[src/rtl/ubt_pkg.sv]
package ubt_pkg;
   typedef enum logic [1:0] {
      HS_X16  = 2'd0,
      HS_X16B = 2'd1,
      HS_X4   = 2'd2,
      HS_PROG = 2'd3
   } hs_mode_e;

   localparam int IDX_DLL  = 0;
   localparam int IDX_DLM  = 1;
   localparam int IDX_LCR  = 3;
   localparam int IDX_MODE = 9;
   localparam int IDX_CNT  = 10;
   localparam int IDX_PT   = 11;
   localparam int IDX_FIX  = 13;
   localparam int LCR_DL_BIT = 7;
endpackage

[src/rtl/ubt_regs.sv]
module ubt_regs
   import ubt_pkg::*;
#(
   parameter int ADDR_W = 6,
   parameter int DIV_W  = 16,
   parameter int CNT_W  = 8
) (
   input  logic              clk,
   input  logic              rst_n,
   input  logic [ADDR_W-1:0] addr,
   input  logic              wr,
   input  logic [31:0]       wdata,
   output logic [31:0]       rdata,
   output logic [DIV_W-1:0]  divisor,
   output logic [1:0]        mode,
   output logic [CNT_W-1:0]  count,
   output logic [CNT_W-1:0]  point,
   output logic              fix_on,
   output logic              cfg_clr
);
   localparam int IDX_W = ADDR_W - 2;

   logic [IDX_W-1:0] idx;
   logic [7:0]       lcr;
   logic [7:0]       fix;
   logic             dl_open;
   logic             h_dll, h_dlm, h_lcr, h_mode, h_cnt, h_pt, h_fix;
   logic             unused_bits;

   assign idx      = addr[ADDR_W-1:2];
   assign dl_open  = lcr[LCR_DL_BIT];
   assign unused_bits = ^{wdata[31:8], addr[1:0]};

   always_comb begin
      h_dll  = (idx == IDX_W'(IDX_DLL));
      h_dlm  = (idx == IDX_W'(IDX_DLM));
      h_lcr  = (idx == IDX_W'(IDX_LCR));
      h_mode = (idx == IDX_W'(IDX_MODE));
      h_cnt  = (idx == IDX_W'(IDX_CNT));
      h_pt   = (idx == IDX_W'(IDX_PT));
      h_fix  = (idx == IDX_W'(IDX_FIX));
   end

   always_ff @(posedge clk or negedge rst_n) begin
      if (!rst_n) begin
         divisor <= '0;
         lcr     <= '0;
         mode    <= '0;
         count   <= '0;
         point   <= '1;
         fix     <= 8'h01;
      end else if (wr) begin
         if (h_dll && dl_open) divisor[7:0]       <= wdata[7:0];
         if (h_dlm && dl_open) divisor[DIV_W-1:8] <= wdata[DIV_W-9:0];
         if (h_lcr)  lcr   <= wdata[7:0];
         if (h_mode) mode  <= wdata[1:0];
         if (h_cnt)  count <= wdata[CNT_W-1:0];
         if (h_pt)   point <= wdata[CNT_W-1:0];
         if (h_fix)  fix   <= wdata[7:0];
      end
   end

   assign fix_on  = (fix != 8'h00);
   assign cfg_clr = wr && (((h_dll || h_dlm) && dl_open) || h_mode || h_cnt || h_pt || h_fix);

   always_comb begin
      rdata = '0;
      if (h_dll && dl_open) rdata[7:0]       = divisor[7:0];
      if (h_dlm && dl_open) rdata[DIV_W-9:0] = divisor[DIV_W-1:8];
      if (h_lcr)  rdata[7:0]       = lcr;
      if (h_mode) rdata[1:0]       = mode;
      if (h_cnt)  rdata[CNT_W-1:0] = count;
      if (h_pt)   rdata[CNT_W-1:0] = point;
      if (h_fix)  rdata[7:0]       = fix;
   end

   AST_DL_GUARD: assert property (@(posedge clk) disable iff (!rst_n)
      (wr && (h_dll || h_dlm) && !dl_open) |=> divisor == $past(divisor));
endmodule

[src/rtl/ubt_prescale.sv]
module ubt_prescale #(
   parameter int DIV_W = 16
) (
   input  logic             clk,
   input  logic             rst_n,
   input  logic             clr,
   input  logic             hold,
   input  logic [DIV_W-1:0] divisor,
   output logic             tick
);
   logic [DIV_W-1:0] pre;
   logic             run;

   assign run  = (divisor != '0) && !hold;
   assign tick = run && (pre == divisor - DIV_W'(1));

   always_ff @(posedge clk or negedge rst_n) begin
      if (!rst_n)                   pre <= '0;
      else if (clr || !run || tick) pre <= '0;
      else                          pre <= pre + DIV_W'(1);
   end

   AST_PRE_BOUND: assert property (@(posedge clk) disable iff (!rst_n)
      run |-> pre < divisor);
endmodule

[src/rtl/ubt_bitcount.sv]
module ubt_bitcount
   import ubt_pkg::*;
#(
   parameter int CNT_W       = 8,
   parameter int SYNC_STAGES = 2
) (
   input  logic             clk,
   input  logic             rst_n,
   input  logic             clr,
   input  logic             tick,
   input  logic [1:0]       mode,
   input  logic [CNT_W-1:0] count,
   input  logic [CNT_W-1:0] point,
   input  logic             rx_line,
   output logic             tx_stb,
   output logic             rx_stb
);
   logic [CNT_W-1:0]       last, spt, tx_cnt, rx_cnt;
   logic [SYNC_STAGES-1:0] sync;
   logic                   rx_prev, fall;

   always_comb begin
      case (mode)
         HS_PROG: last = count;
         HS_X4:   last = CNT_W'(3);
         default: last = CNT_W'(15);
      endcase
      if (mode == HS_PROG) spt = point;
      else                 spt = (last - CNT_W'(1)) >> 1;
   end

   if (SYNC_STAGES == 1) begin : g_sync_one
      always_ff @(posedge clk or negedge rst_n)
         if (!rst_n) sync <= '1;
         else        sync <= rx_line;
   end else begin : g_sync_chain
      always_ff @(posedge clk or negedge rst_n)
         if (!rst_n) sync <= '1;
         else        sync <= {sync[SYNC_STAGES-2:0], rx_line};
   end

   always_ff @(posedge clk or negedge rst_n)
      if (!rst_n) rx_prev <= 1'b1;
      else        rx_prev <= sync[SYNC_STAGES-1];

   assign fall = rx_prev && !sync[SYNC_STAGES-1];

   always_ff @(posedge clk or negedge rst_n) begin
      if (!rst_n) begin
         tx_cnt <= '0;
         rx_cnt <= '0;
      end else if (clr) begin
         tx_cnt <= '0;
         rx_cnt <= '0;
      end else begin
         if (tick) tx_cnt <= (tx_cnt == last) ? '0 : tx_cnt + CNT_W'(1);
         if (fall)      rx_cnt <= '0;
         else if (tick) rx_cnt <= (rx_cnt == last) ? '0 : rx_cnt + CNT_W'(1);
      end
   end

   assign tx_stb = tick && (tx_cnt == last);
   assign rx_stb = tick && (rx_cnt == spt);

   AST_TXCNT_BOUND: assert property (@(posedge clk) disable iff (!rst_n)
      tx_cnt <= last);
   AST_RX_ALIGN: assert property (@(posedge clk) disable iff (!rst_n)
      ($past(fall) && !$past(clr) && spt != '0) |-> !rx_stb);
endmodule

[src/rtl/uart_bit_timer.sv]
module uart_bit_timer #(
   parameter int ADDR_W      = 6,
   parameter int DIV_W       = 16,
   parameter int CNT_W       = 8,
   parameter int SYNC_STAGES = 2
) (
   input  logic              clk,
   input  logic              rst_n,
   input  logic [ADDR_W-1:0] reg_addr,
   input  logic              reg_wr,
   input  logic [31:0]       reg_wdata,
   output logic [31:0]       reg_rdata,
   input  logic              rx_line,
   output logic              tx_bit_stb,
   output logic              rx_sample_stb
);
   if (ADDR_W < 6)                begin : g_bad_addr $error("ADDR_W must reach index 13"); end
   if (DIV_W < 9 || DIV_W > 16)   begin : g_bad_div  $error("DIV_W must be 9..16"); end
   if (CNT_W < 4 || CNT_W > 8)    begin : g_bad_cnt  $error("CNT_W must be 4..8"); end
   if (SYNC_STAGES < 1)           begin : g_bad_sync $error("SYNC_STAGES must be >= 1"); end

   logic [DIV_W-1:0] divisor;
   logic [1:0]       mode;
   logic [CNT_W-1:0] count, point;
   logic             fix_on, cfg_clr, tick;

   ubt_regs #(.ADDR_W(ADDR_W), .DIV_W(DIV_W), .CNT_W(CNT_W)) u_regs (
      .clk(clk), .rst_n(rst_n), .addr(reg_addr), .wr(reg_wr), .wdata(reg_wdata),
      .rdata(reg_rdata), .divisor(divisor), .mode(mode), .count(count),
      .point(point), .fix_on(fix_on), .cfg_clr(cfg_clr));

   ubt_prescale #(.DIV_W(DIV_W)) u_pre (
      .clk(clk), .rst_n(rst_n), .clr(cfg_clr), .hold(fix_on),
      .divisor(divisor), .tick(tick));

   ubt_bitcount #(.CNT_W(CNT_W), .SYNC_STAGES(SYNC_STAGES)) u_bits (
      .clk(clk), .rst_n(rst_n), .clr(cfg_clr), .tick(tick), .mode(mode),
      .count(count), .point(point), .rx_line(rx_line),
      .tx_stb(tx_bit_stb), .rx_stb(rx_sample_stb));

   AST_ZERO_DIV_QUIET: assert property (@(posedge clk) disable iff (!rst_n)
      (divisor == '0) |-> (!tx_bit_stb && !rx_sample_stb));
   AST_FIX_HOLD: assert property (@(posedge clk) disable iff (!rst_n)
      fix_on |-> (!tx_bit_stb && !rx_sample_stb));
endmodule

[config.mk]
export PLATFORM = sky130hd
export DESIGN_NAME = uart_bit_timer
export DESIGN_NICKNAME = d
export VERILOG_FILES = /design/src/rtl/ubt_pkg.sv /design/src/rtl/ubt_regs.sv /design/src/rtl/ubt_prescale.sv /design/src/rtl/ubt_bitcount.sv /design/src/rtl/uart_bit_timer.sv
export SDC_FILE = /design/constraint.sdc
export NUM_CORES = 1
export LEC_CHECK = 0
export BUFFER_PORTS_ARGS = -buffer_cell sky130_fd_sc_hd__buf_2
export CAP_MARGIN = 15
export CORE_ASPECT_RATIO = 1.2
export CORE_MARGIN = 2
export CORE_UTILIZATION = 59
export DETAILED_ROUTE_END_ITERATION = 12
export PLACE_DENSITY = 0.81
export SETUP_SLACK_MARGIN = 0.15
export SLEW_MARGIN = 20
export SYNTH_ARGS = -nofsm -noshare
export SYNTH_HDL_FRONTEND = slang
export SYNTH_SLANG_ARGS = --single-unit
[constraint.sdc]
create_clock -name clk -period 4.3 [get_ports clk]
set_clock_uncertainty 0.2 [all_clocks]
set_input_delay 0.215 -clock clk [delete_from_list [all_inputs] [get_ports clk]]
set_output_delay 0.215 -clock clk [all_outputs]
set_load 0.01 [all_outputs]
**Word-level counts from Yosys, hierarchy flattened**

Cells that the tools add are included.
W data, S select, Z words.

- $add $sub $neg: 5
- Equal/unequal tests: 12
- Mux-type cells: 17
- Reductions and logical operators: 31

Operators with widths:

| kind | count |
|---|---|
| $mux W8 | 14 |
| $eq A8 B8 Y1 | 3 |
| $add A16 B1 Y16 const B | 1 |
| $add A8 B1 Y8 const B | 2 |
| $eq A16 B16 Y1 | 1 |
| $eq A4 B4 Y1 const B | 4 |
| $mux W16 | 1 |
| $pmux W8 S2 | 1 |
| $reduce_bool A16 Y1 | 1 |
| $sub A16 B1 Y16 const B | 1 |
| $reduce_and A2 Y1 | 7 |
| $logic_and A1 B1 Y1 | 9 |
| $reduce_bool A8 Y1 | 1 |
| $sub A8 B1 Y8 const B | 1 |
| $logic_or A1 B1 Y1 | 7 |
| $eq A2 B2 Y1 const B | 2 |
| $eq A4 B1 Y1 const B | 1 |
| $eq A4 B2 Y1 const B | 1 |
| $logic_not A4 Y1 | 1 |
| $logic_not A1 Y1 | 3 |
| $reduce_bool A3 Y1 | 1 |
| $mux W2 | 1 |
| $reduce_bool A2 Y1 | 1 |

- Register bits after elaboration: 85
- Input port bits: 42
- Output and inout bits: 34
- Word-level logic and storage cells: 77

**Depth between registers and ports, before layout**

- Word-level depth: 11
- Mapped depth: 12
- Mapped depth without buffers: 10

**Modules after synthesis**

A second synthesis with hierarchy kept.

- Cell total of the unflattened synthesis: 628
- Area, all modules: 5840.6 um2

Modules (own cells, without submodules):

| module | instances | cells each | area each (um2) | sequential area each (um2) |
|---|---|---|---|---|
| ubt_regs | 1 | 229 | 2700.1 | 1262.5 |
| ubt_bitcount | 1 | 218 | 1672.9 | 479.2 |
| ubt_prescale | 1 | 181 | 1467.7 | 400.4 |

**Worst setup path before layout**

Ideal clock, no wire load.

- Kind: flip-flop to flip-flop
- From: register u_regs.divisor[0]
- To: register u_bits.tx_cnt[4]
- Setup time: 0.120 ns
- Arrival time: 2.690 ns
- Data required time: 3.980 ns
- Path slack: 1.289 ns
- Stages on the path, launching flop included: 11
- Buffers on the path: 1
- Period minus slack after synthesis: 3.011 ns
- Path through: dfrtp_1 > inv_1 > ha_1 > or3b_4 > nor4_1 > nor3b_1 > or3_4 > nor4_4 > buf_4 > a21oi_1 > a41o_1

- Longest elaborated chain between the ends: 4
- Elaborated cells between the ends (all ways): 6
- Those cells by class: add/sub: 1; eq/ne: 1; reduce/logical: 4

Ends and longest elaborated chain:

| what | RTL line | RTL |
|---|---|---|
| start, declared | ubt_regs.sv:14 | `output logic [DIV_W-1:0] divisor,` |
| start signal, assigned | ubt_regs.sv:53 | `if (h_dll && dl_open) divisor[7:0] <= wdata[7:0];` |
| start signal, assigned by index | ubt_regs.sv:54 | `if (h_dlm && dl_open) divisor[DIV_W-1:8] <= wdata[DIV_W-9:0];` |
| $sub A16 B1 Y16 or $reduce_bool A16 Y1 (tied branches) | ubt_prescale.sv:15, ubt_prescale.sv:14 |  |
| $eq A16 B16 Y1 or $logic_and A1 B1 Y1 (tied branches) | ubt_prescale.sv:15, ubt_prescale.sv:14 |  |
| $logic_and A1 B1 Y1 (*) | ubt_prescale.sv:15 | `assign tick = run && (pre == divisor - DIV_W'(1));` |
| $reduce_bool A2 Y1 (no line) (*) | - |  |
| end signal, assigned | ubt_bitcount.sv:56 | `if (tick) tx_cnt <= (tx_cnt == last) ? '0 : tx_cnt + CNT_W'(1);` |
| end, declared | ubt_bitcount.sv:18 | `logic [CNT_W-1:0] last, spt, tx_cnt, rx_cnt;` |

Mark *: on every way between the ends. The rest lies on a longest branch, timed or not.
A chain may end at the register's enable or synchronous reset.

**Worst setup path after layout**

- From: register u_regs.divisor[0]
- To: output rx_sample_stb

- Longest elaborated chain between the ends: 4
- Elaborated cells between the ends (all ways): 6
- Those cells by class: add/sub: 1; eq/ne: 1; reduce/logical: 4

Ends and longest elaborated chain:

| what | RTL line | RTL |
|---|---|---|
| $sub A16 B1 Y16 or $reduce_bool A16 Y1 (tied branches) | ubt_prescale.sv:15, ubt_prescale.sv:14 |  |
| $eq A16 B16 Y1 or $logic_and A1 B1 Y1 (tied branches) | ubt_prescale.sv:15, ubt_prescale.sv:14 |  |
| $logic_and A1 B1 Y1 (*) | ubt_prescale.sv:15 |  |
| $logic_and A1 B1 Y1 (*) | ubt_bitcount.sv:63 | `assign rx_stb = tick && (rx_cnt == spt);` |
| end, declared | uart_bit_timer.sv:15 | `output logic rx_sample_stb` |

Marks and branches as above.

==> results.cfg <==
[route]
routed.top_layer = met4
wl_met2_mm = 7.06
routed_wl_mm = 14.0
vias = 4831
route.layer.met1.wl_mm = 5.87
wire_per_inst_um = 18.5
ant_nets = 0
firstDrtPassIters = 5
drcViolationCount = 0
dr_wl_met3_um = 774
vias_per_cell = 6.38
drt-initial-drc-count = 332

[logic_synthesis]
synth_ff_type = dfrtp_1
syn-instance-count = 633
netlist_top_cells_count = dfrtp_1 (73), mux2_2 (57), nand2_1 (56), nor2_1 (55), clkbuf_1 (37)
ys_seq_elements = 85
synth_edf_count = 0
synthMostInstantiatedCell = dfrtp_1
syn_area_mm2 = 0.00587
synth.yosys.seq_area_share_pct = 36.5
yosys.area.top_type = dfrtp_1
ys_warn_count = 0
synth.area.top_cells = dfrtp_1 (31%), mux2_2 (11%), dfstp_2 (5.4%)
synth.distinct_cells = 69
synth-async-reset-ratio_pct = 100
synth_top_cell_area_share_pct = 31.1
avgSynthCellArea_um2 = 9.27

[sta]
hold_slack_ps = 21.3
finalSetupViolCount = 0
timing.final.crit_share_pct = 87.5
period_needed_ps = 3760
report.final.slew_viol_count = 0
slew_headroom_pct = 33.7
clock.fmax_mhz = 266
fin_tns_setup_ps = 0
tightest_slew_ps = 987
hold_viol = 0
setup_slack_ps = 536
rsz0062_at_grt = false

[floorplanning]
ios = 76
fp.dieH_um = 113
die_w_um = 95.0
coreArea_mm2 = 0.00961
row_count = 39
dieArea_mm2 = 0.0108
initial_utilization_pct = 61.0

[place]
io_buffers = 25
dp_hpwl_mm = 9.83
post-place-ws_ps = 838
gp_congestion = 1.03
placed_cell_area_mm2 = 0.00590

[run_status]
status = complete, no violations

[setup_path]
slowest_stage = dfrtp_1
cp-start-kind = flip-flop
cp.arrival_ps = 3350
end_kind = output port
critPathMostFrequentCell = nor3_1
path_class = flip-flop to output port
worstPathRequired_ps = 3880
crit_start = u_regs.divisor[0]
timing.rr.start = u_regs.divisor[0]
max_stage_delay_ps = 480
crit_fanout = 7
path_cells = inv_1 > ha_1 > or3b_4 > nor4_1 > nor3b_1 > or3_4 > nor3_1 > nand2_1 > nor3_1 > buf_2

[clock_network]
cts_setup_buffers = 0
clkTransAtPathRegs_ps = 60
cts.htree.levels = 3
cts_buffer_depth = 2
cts_tree = done
cts_root_buf = clkbuf_16
clkLatencyLatePin_ps = 350
cts_buffers = 9
cts_sinks = 85

[finish]
nets = 677
syn_to_final_growth_pct = 6.01
layout-drive-gt1-share_pct = 20.8
finalInstanceArea_mm2 = 0.00622
antenna_cells = 0
nFillCells = 764

[worst_hold_path]
hp-start = reg_wdata[1]
holdCritPathClass = input pin to flip-flop

[global_route]
antenna_found_initial = 0
grt_max_degree = 86
grt_pass1_wl_mm = 23.8
grt.total_usage_pct = 28.1
grt_pass1_vias = 4655
overflow = 0

[power_and_ir_drop]
p_per_area_mw_per_mm2 = 416
p_leak_nw = 2.61
vdd_drop_max_mv = 0.364

[flow_run]
maxCapViolCount = 0
[final timing paths]
kind | to | slack, ps | cells after the start
hold / removal | u_regs.count[1] | 20 | 3
max in group asynchronous | u_pre.pre[15] | 3080 | 2
setup / recovery | rx_sample_stb | 540 | 10
min in group asynchronous | u_bits.rx_cnt[6] | 280 | 2
setup reg to reg | u_bits.tx_cnt[0] | 800 | 10
hold reg to reg | u_bits.sync[1] | 160 | 0
[layout make-up]
type                            instances  area [um^2]  area share [%]
Multi-Input combinational cell        489         3410            54.8
Sequential cell                        85         2140            34.4
Clock buffer                           10          229            3.68
Timing Repair Buffer                   31          181            2.92
Tap cell                              123          154            2.47
Clock inverter                          6         53.8           0.865
Inverter                               13         48.8           0.784
[power by group]
group	switching [mW]	total [mW]	internal, mW	leakage (nW)
registers	0.195	1.12	0.921	1.09
clock network	0.348	0.750	0.402	0.136
logic	0.387	0.721	0.334	1.38
[critical path, delay by kind of cell (launching register included)]
family / cells / cell delay [ps]
buffers and inverters: 2 / 310
adder cells (fa/ha/maj): 1 / 250
AND/OR/NAND/NOR: 7 / 1930
flip-flops: 1 / 480
[metal layers]
metal	GRT usage, %	vias to the layer above
li1	-	2253
met1	38.4	2383
met2	45.8	165
met3	3.79	30
met4	10.0	0
met5	0	-
[logic make-up (layout without fill, tap and decap cells)]
group / count (synthesis) / after routing / synth area share (%)
other: 1 / 24 / 0.0639
and+or+nand+nor: 256 / 256 / 24.4
adders and majority gates: 6 / 6 / 1.28
DFF: 85 / 85 / 36.5
buffers and inverters: 82 / 60 / 6.99
AOI/OAI and AO/OA: 95 / 95 / 12.0
muxes: 66 / 66 / 12.5
xor gates and xnor gates: 42 / 42 / 6.27
[through the flow]
stage | utilization [%] | power, mW | instances
3_3_place_gp | 61.4 | 1.79 | 739
6_report | 64.7 | 2.59 | 757
5_1_grt | 64.7 | 2.72 | 757
3_5_place_dp | 61.4 | 1.83 | 739
4_1_cts | 64.6 | 2.58 | 757
2_1_floorplan | - | 1.64 | 656
[cell usage in the layout (no fill, tap or decap), types with 7 or more instances in the layout]
cell type and instances:
nand4_1 15, and4_1 7, clkbuf_16 9, mux2_2 57, a21oi_1 7, mux2i_1 9, nor4_1 9, nor2_1 55
o211ai_1 11, nand3_1 26, a31oi_1 10, o21ai_0 12, buf_2 24, xor2_1 15, nand3b_1 10, conb_1 24
nor3_1 13, and3_1 9, xnor2_1 27, dfrtp_1 73, inv_1 13, nand2_1 56, dfstp_2 12, a22oi_1 7
nor2b_1 11
[timing repair]
action | 4_1_cts | 5_1_grt
gates resized for setup | 0 | 1
hold endpoints to repair | 74 | 0
setup endpoints to repair | 0 | 1
hold buffers | 2 | 0
[sequential cells by signal, summed over array words and instances, names as in the netlist]
register and count:
u_pre.pre 16, u_regs.divisor 16, u_bits.rx_cnt 8, u_bits.tx_cnt 8
u_regs.count 8, u_regs.fix 8, u_regs.lcr 8, u_regs.point 8
u_bits.sync 2, u_regs.mode 2, u_bits.rx_prev 1
(Power assumes the default switching activity.)
